--- config.mk ---
export PLATFORM = sky130hd
export DESIGN_NAME = pcb_bank
export DESIGN_NICKNAME = d
export VERILOG_FILES = /design/src/rtl/pcb_pkg.sv /design/src/rtl/pcb_inhibit.sv /design/src/rtl/pcb_enable.sv /design/src/rtl/pcb_counter.sv /design/src/rtl/pcb_clkreq.sv /design/src/rtl/pcb_bank.sv
export SDC_FILE = /design/constraint.sdc
export NUM_CORES = 2
export LEC_CHECK = 0
export BUFFER_PORTS_ARGS = -buffer_cell sky130_fd_sc_hd__buf_2
export CELL_PAD_IN_SITES_DETAIL_PLACEMENT = 1
export CELL_PAD_IN_SITES_GLOBAL_PLACEMENT = 1
export CORE_AREA = 2 2 612 614
export CTS_CLUSTER_SIZE = 8
export DETAILED_ROUTE_END_ITERATION = 10
export DIE_AREA = 0 0 614 616
export GPL_ROUTABILITY_DRIVEN = 0
export PLACE_DENSITY = 0.49
export SLEW_MARGIN = 15
export SYNTH_ARGS = -nofsm -noshare
export SYNTH_HDL_FRONTEND = slang
export SYNTH_SLANG_ARGS = --single-unit
--- constraint.sdc ---
create_clock -name clk -period 7.4 [get_ports clk]
set_input_delay 1.48 -clock clk [delete_from_list [all_inputs] [get_ports clk]]
set_output_delay 1.48 -clock clk [all_outputs]
set_load 0.02 [all_outputs]
--- src/rtl/pcb_pkg.sv ---
package pcb_pkg;

  typedef enum logic [1:0] {
    PRIV_U   = 2'b00,
    PRIV_S   = 2'b01,
    PRIV_RSV = 2'b10,
    PRIV_M   = 2'b11
  } priv_e;

  // Combinational per-mode inhibit; the reserved encoding never counts.
  function automatic logic mode_inhibited(input logic [1:0] mode,
                                          input logic dm,
                                          input logic ds,
                                          input logic du);
    logic res;
    case (priv_e'(mode))
      PRIV_M:  res = dm;
      PRIV_S:  res = ds;
      PRIV_U:  res = du;
      default: res = 1'b1;
    endcase
    return res;
  endfunction

endpackage

--- src/rtl/pcb_inhibit.sv ---
module pcb_inhibit (
  input  logic       clk,
  input  logic       rst_n,
  input  logic [1:0] priv_mode,
  input  logic       dis_m,
  input  logic       dis_s,
  input  logic       dis_u,
  output logic       inh_now,
  output logic       inh_reg
);

  always_comb begin
    inh_now = pcb_pkg::mode_inhibited(priv_mode, dis_m, dis_s, dis_u);
  end

  // Registered copy feeds only the clock-gate term; reset to inhibited.
  always_ff @(posedge clk or negedge rst_n) begin
    if (!rst_n) inh_reg <= 1'b1;
    else        inh_reg <= inh_now;
  end

endmodule

--- src/rtl/pcb_enable.sv ---
module pcb_enable #(
  parameter int NCNT = 22
) (
  input  logic            glb_en,
  input  logic            inh_now,
  input  logic [NCNT-1:0] cnt_mask,
  output logic [NCNT-1:0] cnt_en,
  output logic            ext_cnt_en
);

  logic open_gate;

  assign open_gate  = glb_en & ~inh_now;
  assign ext_cnt_en = open_gate;

  for (genvar g = 0; g < NCNT; g++) begin : g_en
    assign cnt_en[g] = open_gate & ~cnt_mask[g];
  end

endmodule

--- src/rtl/pcb_counter.sv ---
module pcb_counter #(
  parameter int CW = 64
) (
  input  logic          clk,
  input  logic          rst_n,
  input  logic          inc_i,
  input  logic          wr_i,
  input  logic [CW-1:0] wr_data_i,
  output logic [CW-1:0] val_o,
  output logic          ovf_o
);

  localparam logic [CW-1:0] ALL_ONES = '1;

  logic at_top;

  assign at_top = (val_o == ALL_ONES);

  always_ff @(posedge clk or negedge rst_n) begin
    if (!rst_n) begin
      val_o <= '0;
      ovf_o <= 1'b0;
    end else begin
      ovf_o <= inc_i & ~wr_i & at_top;
      if (wr_i)       val_o <= wr_data_i;
      else if (inc_i) val_o <= val_o + 1'b1;
    end
  end

endmodule

--- src/rtl/pcb_clkreq.sv ---
module pcb_clkreq #(
  parameter int NCNT = 22
) (
  input  logic [NCNT-1:0] cnt_en,
  input  logic            wr_en,
  input  logic            inh_now,
  input  logic            inh_reg,
  output logic            clk_req
);

  assign clk_req = (|cnt_en) | wr_en | (inh_now ^ inh_reg);

endmodule

--- src/rtl/pcb_bank.sv ---
module pcb_bank #(
  parameter  int CW    = 64,
  parameter  int N_EVT = 16,
  parameter  int N_L2  = 4,
  localparam int NCNT  = 2 + N_EVT + N_L2,
  localparam int IW    = $clog2(NCNT)
) (
  input  logic             clk,
  input  logic             rst_n,
  input  logic [1:0]       priv_mode,
  input  logic             dis_m,
  input  logic             dis_s,
  input  logic             dis_u,
  input  logic             glb_en,
  input  logic [NCNT-1:0]  cnt_mask,
  input  logic [NCNT-1:0]  evt_pulse,
  input  logic             wr_en,
  input  logic [IW-1:0]    wr_idx,
  input  logic [CW-1:0]    wr_data,
  output logic [NCNT*CW-1:0] cnt_val,
  output logic [NCNT-1:0]  ovf_pulse,
  output logic [NCNT-1:0]  cnt_en,
  output logic             ext_cnt_en,
  output logic             clk_req
);

  logic inh_now;
  logic inh_reg;

  pcb_inhibit u_inhibit (
    .clk       (clk),
    .rst_n     (rst_n),
    .priv_mode (priv_mode),
    .dis_m     (dis_m),
    .dis_s     (dis_s),
    .dis_u     (dis_u),
    .inh_now   (inh_now),
    .inh_reg   (inh_reg)
  );

  pcb_enable #(.NCNT(NCNT)) u_enable (
    .glb_en     (glb_en),
    .inh_now    (inh_now),
    .cnt_mask   (cnt_mask),
    .cnt_en     (cnt_en),
    .ext_cnt_en (ext_cnt_en)
  );

  for (genvar g = 0; g < NCNT; g++) begin : g_cnt
    logic inc;
    logic hit;
    assign inc = cnt_en[g] & evt_pulse[g];
    assign hit = wr_en & (wr_idx == IW'(g));
    pcb_counter #(.CW(CW)) u_counter (
      .clk       (clk),
      .rst_n     (rst_n),
      .inc_i     (inc),
      .wr_i      (hit),
      .wr_data_i (wr_data),
      .val_o     (cnt_val[g*CW +: CW]),
      .ovf_o     (ovf_pulse[g])
    );
  end

  pcb_clkreq #(.NCNT(NCNT)) u_clkreq (
    .cnt_en  (cnt_en),
    .wr_en   (wr_en),
    .inh_now (inh_now),
    .inh_reg (inh_reg),
    .clk_req (clk_req)
  );

endmodule

==> summary.txt <==
Clock network
  – Clk sink count: 1431
  – # Post-CTS Setup Buffers: 0
  – Htree depth: 4
  – CTS Buffer Depth: 4
  – Worst-path clk slew: 0.06 ns
  – Skew-Pair Late Insertion Delay: 0.92 ns
  – Hold_buf cts: 0
  – CTS Buf Count: 210
  – CTS resizes: 0
  – Root Buffer Master: clkbuf_16
  – CTS tree: yes

Pwr
  – Reg power frac: 38.6%
  – Pwr/cell area: 326 mW/mm^2
  – Total internal power: 18.2 mW
  – LEAKAGE: 40.0 nW
  – Clk pwr share: 28.3%
  – VDD IR-drop max: 0.175 mV
  – P_sw: 14.8 mW
  – Switch share: 44.7%
  – Comb power frac: 33.1%

Logic synthesis
  – Synth Flop Type: dfrtp_1
  – Yosys cell types: 63
  – Synth top area share: 43.7%
  – Synth Register Bits: 1431
  – Synthesized area per cell: 8.39 sq um
  – Post-Synthesis Cell Area: 0.0819 sq mm
  – Synthesis Warnings: 0
  – Post-Syn Instances: 9761
  – Area leader, netlist: dfrtp_1
  – Post-synth net total: 9905
  – Sequential cell area fraction in the yosys report: 43.7%
  – Post-synth EDFFs: 0
  – Area contributors post-synth: dfrtp_1 (44%), xnor2_1 (9.3%), nor2_1 (6.0%), a21oi_1 (5.7%), xor2_1 (5.1%)
  – Fraction of registers with async set/reset: 100%

Timing
  – Hold Slack: 0.566 ns
  – Slew HR: 19.3%
  – Fmax: 168 MHz
  – Slew @ Worst Pin: 1.20 ns
  – Final period utilization: 80.5%
  – Hold Fails Final Rpt: 0
  – Final Skew: 0.0835 ns
  – Final Slew Violations: 0
  – Minimum clock period: 5.96 ns
  – Finish-stage setup viols: 0
  – Total negative slack: 0 ns
  – RSZ-0062 raised after global routing: no

Layout
  – Layout net count: 11200
  – Most frequent cells in the layout: buf_2 (1510), dfrtp_1 (1430), nor2_1 (1300)
  – Storage element area: 0.0358 sq mm
  – Synth-to-Final Area Change: 23.8%
  – Max reg flops: 1408
  – Fraction of layout cells with a size suffix above 1: 19.0%
  – FILL cells: 44100
  – Area occupied by multi-input gates: 0.0432 sq mm
  – Leading cell type in the layout, fill and taps excluded: buf_2

GRT
  – Vias in the first global route: 84400
  – Largest net degree at the start of global routing: 147
  – First-pass GRT wire length: 771000 um
  – GRT Util Overall: 29.6%
  – Gr ovfl total: 0
  – Initial antenna violation count: 110

Setup path
  – CP Data Arrival Time: 4.48 ns
  – Crit end category: output port
  – Critical Path Fanout Max: 17
  – R2r startpoint: g_cnt[8].u_counter.val_o[9]$_DFFE_PN0P_
  – Critical path class: in2out
  – Setup crit start kind: input port
  – CP startpoint: priv_mode[1]
  – Critical Path RT: 5.92 ns

Status
  – Run status: finished, final reports clean

Placed design
  – Dpl hpwl: 421000 um
  – PortBufs: 1575

Floorplanning
  – DIE HEIGHT: 616 um
  – Ports: 1576
  – Initial Util: 22.0%
  – Die Wd: 614 um
  – Die Area: 0.378 sq mm
  – Core Area: 0.371 sq mm
  – Row count: 224

Detailed routing
  – Via density: 5.24
  – Routed wire length: 579000 um
  – Final ANT Viol Nets: 0
  – Average routed wire per standard cell: 35.8 um
  – DR iter-0 viols: 8386
  – DRT Pass-1 Iters: 5
  – Drc violations: 0
  – DR vias: 84700

Hold path
  – Worst hold path type: reg2reg
  – Worst hold start: g_cnt[4].u_counter.val_o[63]$_DFFE_PN0P_

Run
  – Max cap viols: 0
## power groups by stage
| stage | Sequential (mW) | Clock, mW | Combinational (mW) |
|---|---|---|---|
| floorplan | 14.2 | 0 | 3.09 |
| global placement | 12.7 | 0 | 10.8 |
| detailed placement | 12.8 | 0 | 10.9 |
| CTS | 12.7 | 9.56 | 11.0 |
| global route | 13.0 | 9.81 | 11.4 |
| finish | 12.7 | 9.34 | 10.9 |
## cell families after synthesis
kind of cell               Yosys count  share of synthesized area, %
DFF                               1431                          43.7
buffers and inverters              821                          3.90
AOI/OAI and AO/OA                 1438                          8.98
muxes                               50                         0.671
adders and majority gates           22                         0.336
and+or+nand+nor                   4660                          28.0
xor gates and xnor gates          1339                          14.3
## final timing paths
check	depth (start not counted)	slack (ns)	to
setup reg to reg	6	3.71	g_cnt[8].u_counter.val_o[61]$_DFFE_PN0P_
setup / recovery	8	1.44	clk_req
min in group asynchronous	1	0.64	g_cnt[2].u_counter.val_o[59]$_DFFE_PN0P_
hold reg to reg	2	0.57	g_cnt[4].u_counter.ovf_o$_DFF_PN0_
hold / removal	2	0.57	g_cnt[4].u_counter.ovf_o$_DFF_PN0_
max in group asynchronous	3	4.91	g_cnt[6].u_counter.val_o[52]$_DFFE_PN0P_
## cell usage after synthesis (9+ instances only)
cell,n
and2_1,57
or2_2,29
mux2_2,29
buf_1,19
xor2_1,474
nand4b_1,20
o21ai_0,430
buf_2,22
nor3_1,398
ha_1,22
nor4_1,317
nand2_1,968
and3_1,216
buf_4,22
nor3b_1,9
clkbuf_1,565
nand4_1,466
mux2i_1,20
xnor2_1,865
nand3_1,546
nand2b_1,19
a21oi_1,926
dfrtp_1,1430
or4_1,39
nor4b_1,11
and4_1,123
nor2_1,1301
or3_1,63
nor2b_1,28
a31oi_1,45
nor4_2,11
inv_1,192
## worst max-delay path, cell delays in order
cell	delay [ns]
buf_2	0.28
mux2i_4	0.81
a21o_1	0.22
buf_4	0.23
inv_1	0.12
a21oi_1	0.82
or2_2	0.25
buf_2	0.21
## per-layer routing
metal  track usage, %  vias up  share of wire, %
li1                 -    36500                 -
met1             35.4    43700                39
met2             46.6     3439                45
met3             6.84      998               7.8
met4             21.1       20               8.1
met5                0        -             0.024
## area by class of cell
type / count / area share (%)
antenna: 52 / 0.128
clock buffer: 265 / 5.55
timing repair buffer: 1743 / 9.33
inverter: 192 / 0.713
clock inverter: 14 / 0.196
tap: 4972 / 6.14
multi-input combinational: 7509 / 42.6
sequential: 1431 / 35.3
## stage by stage
step | total power, mW | util, % | instance area, sq um | instances | setup slack [ns]
2_1_floorplan | 17.3 | - | 81900 | 9761 | 2.59
3_3_place_gp | 23.4 | 25.7 | 95400 | 15800 | 1.34
3_5_place_dp | 23.7 | 25.7 | 95400 | 15800 | 1.38
4_1_cts | 33.2 | 27.3 | 101000 | 16100 | 1.37
5_1_grt | 34.2 | 27.3 | 101000 | 16200 | 1.33
6_report | 33.0 | 27.3 | 101000 | 16200 | 1.44
(Power assumes the default switching activity.)
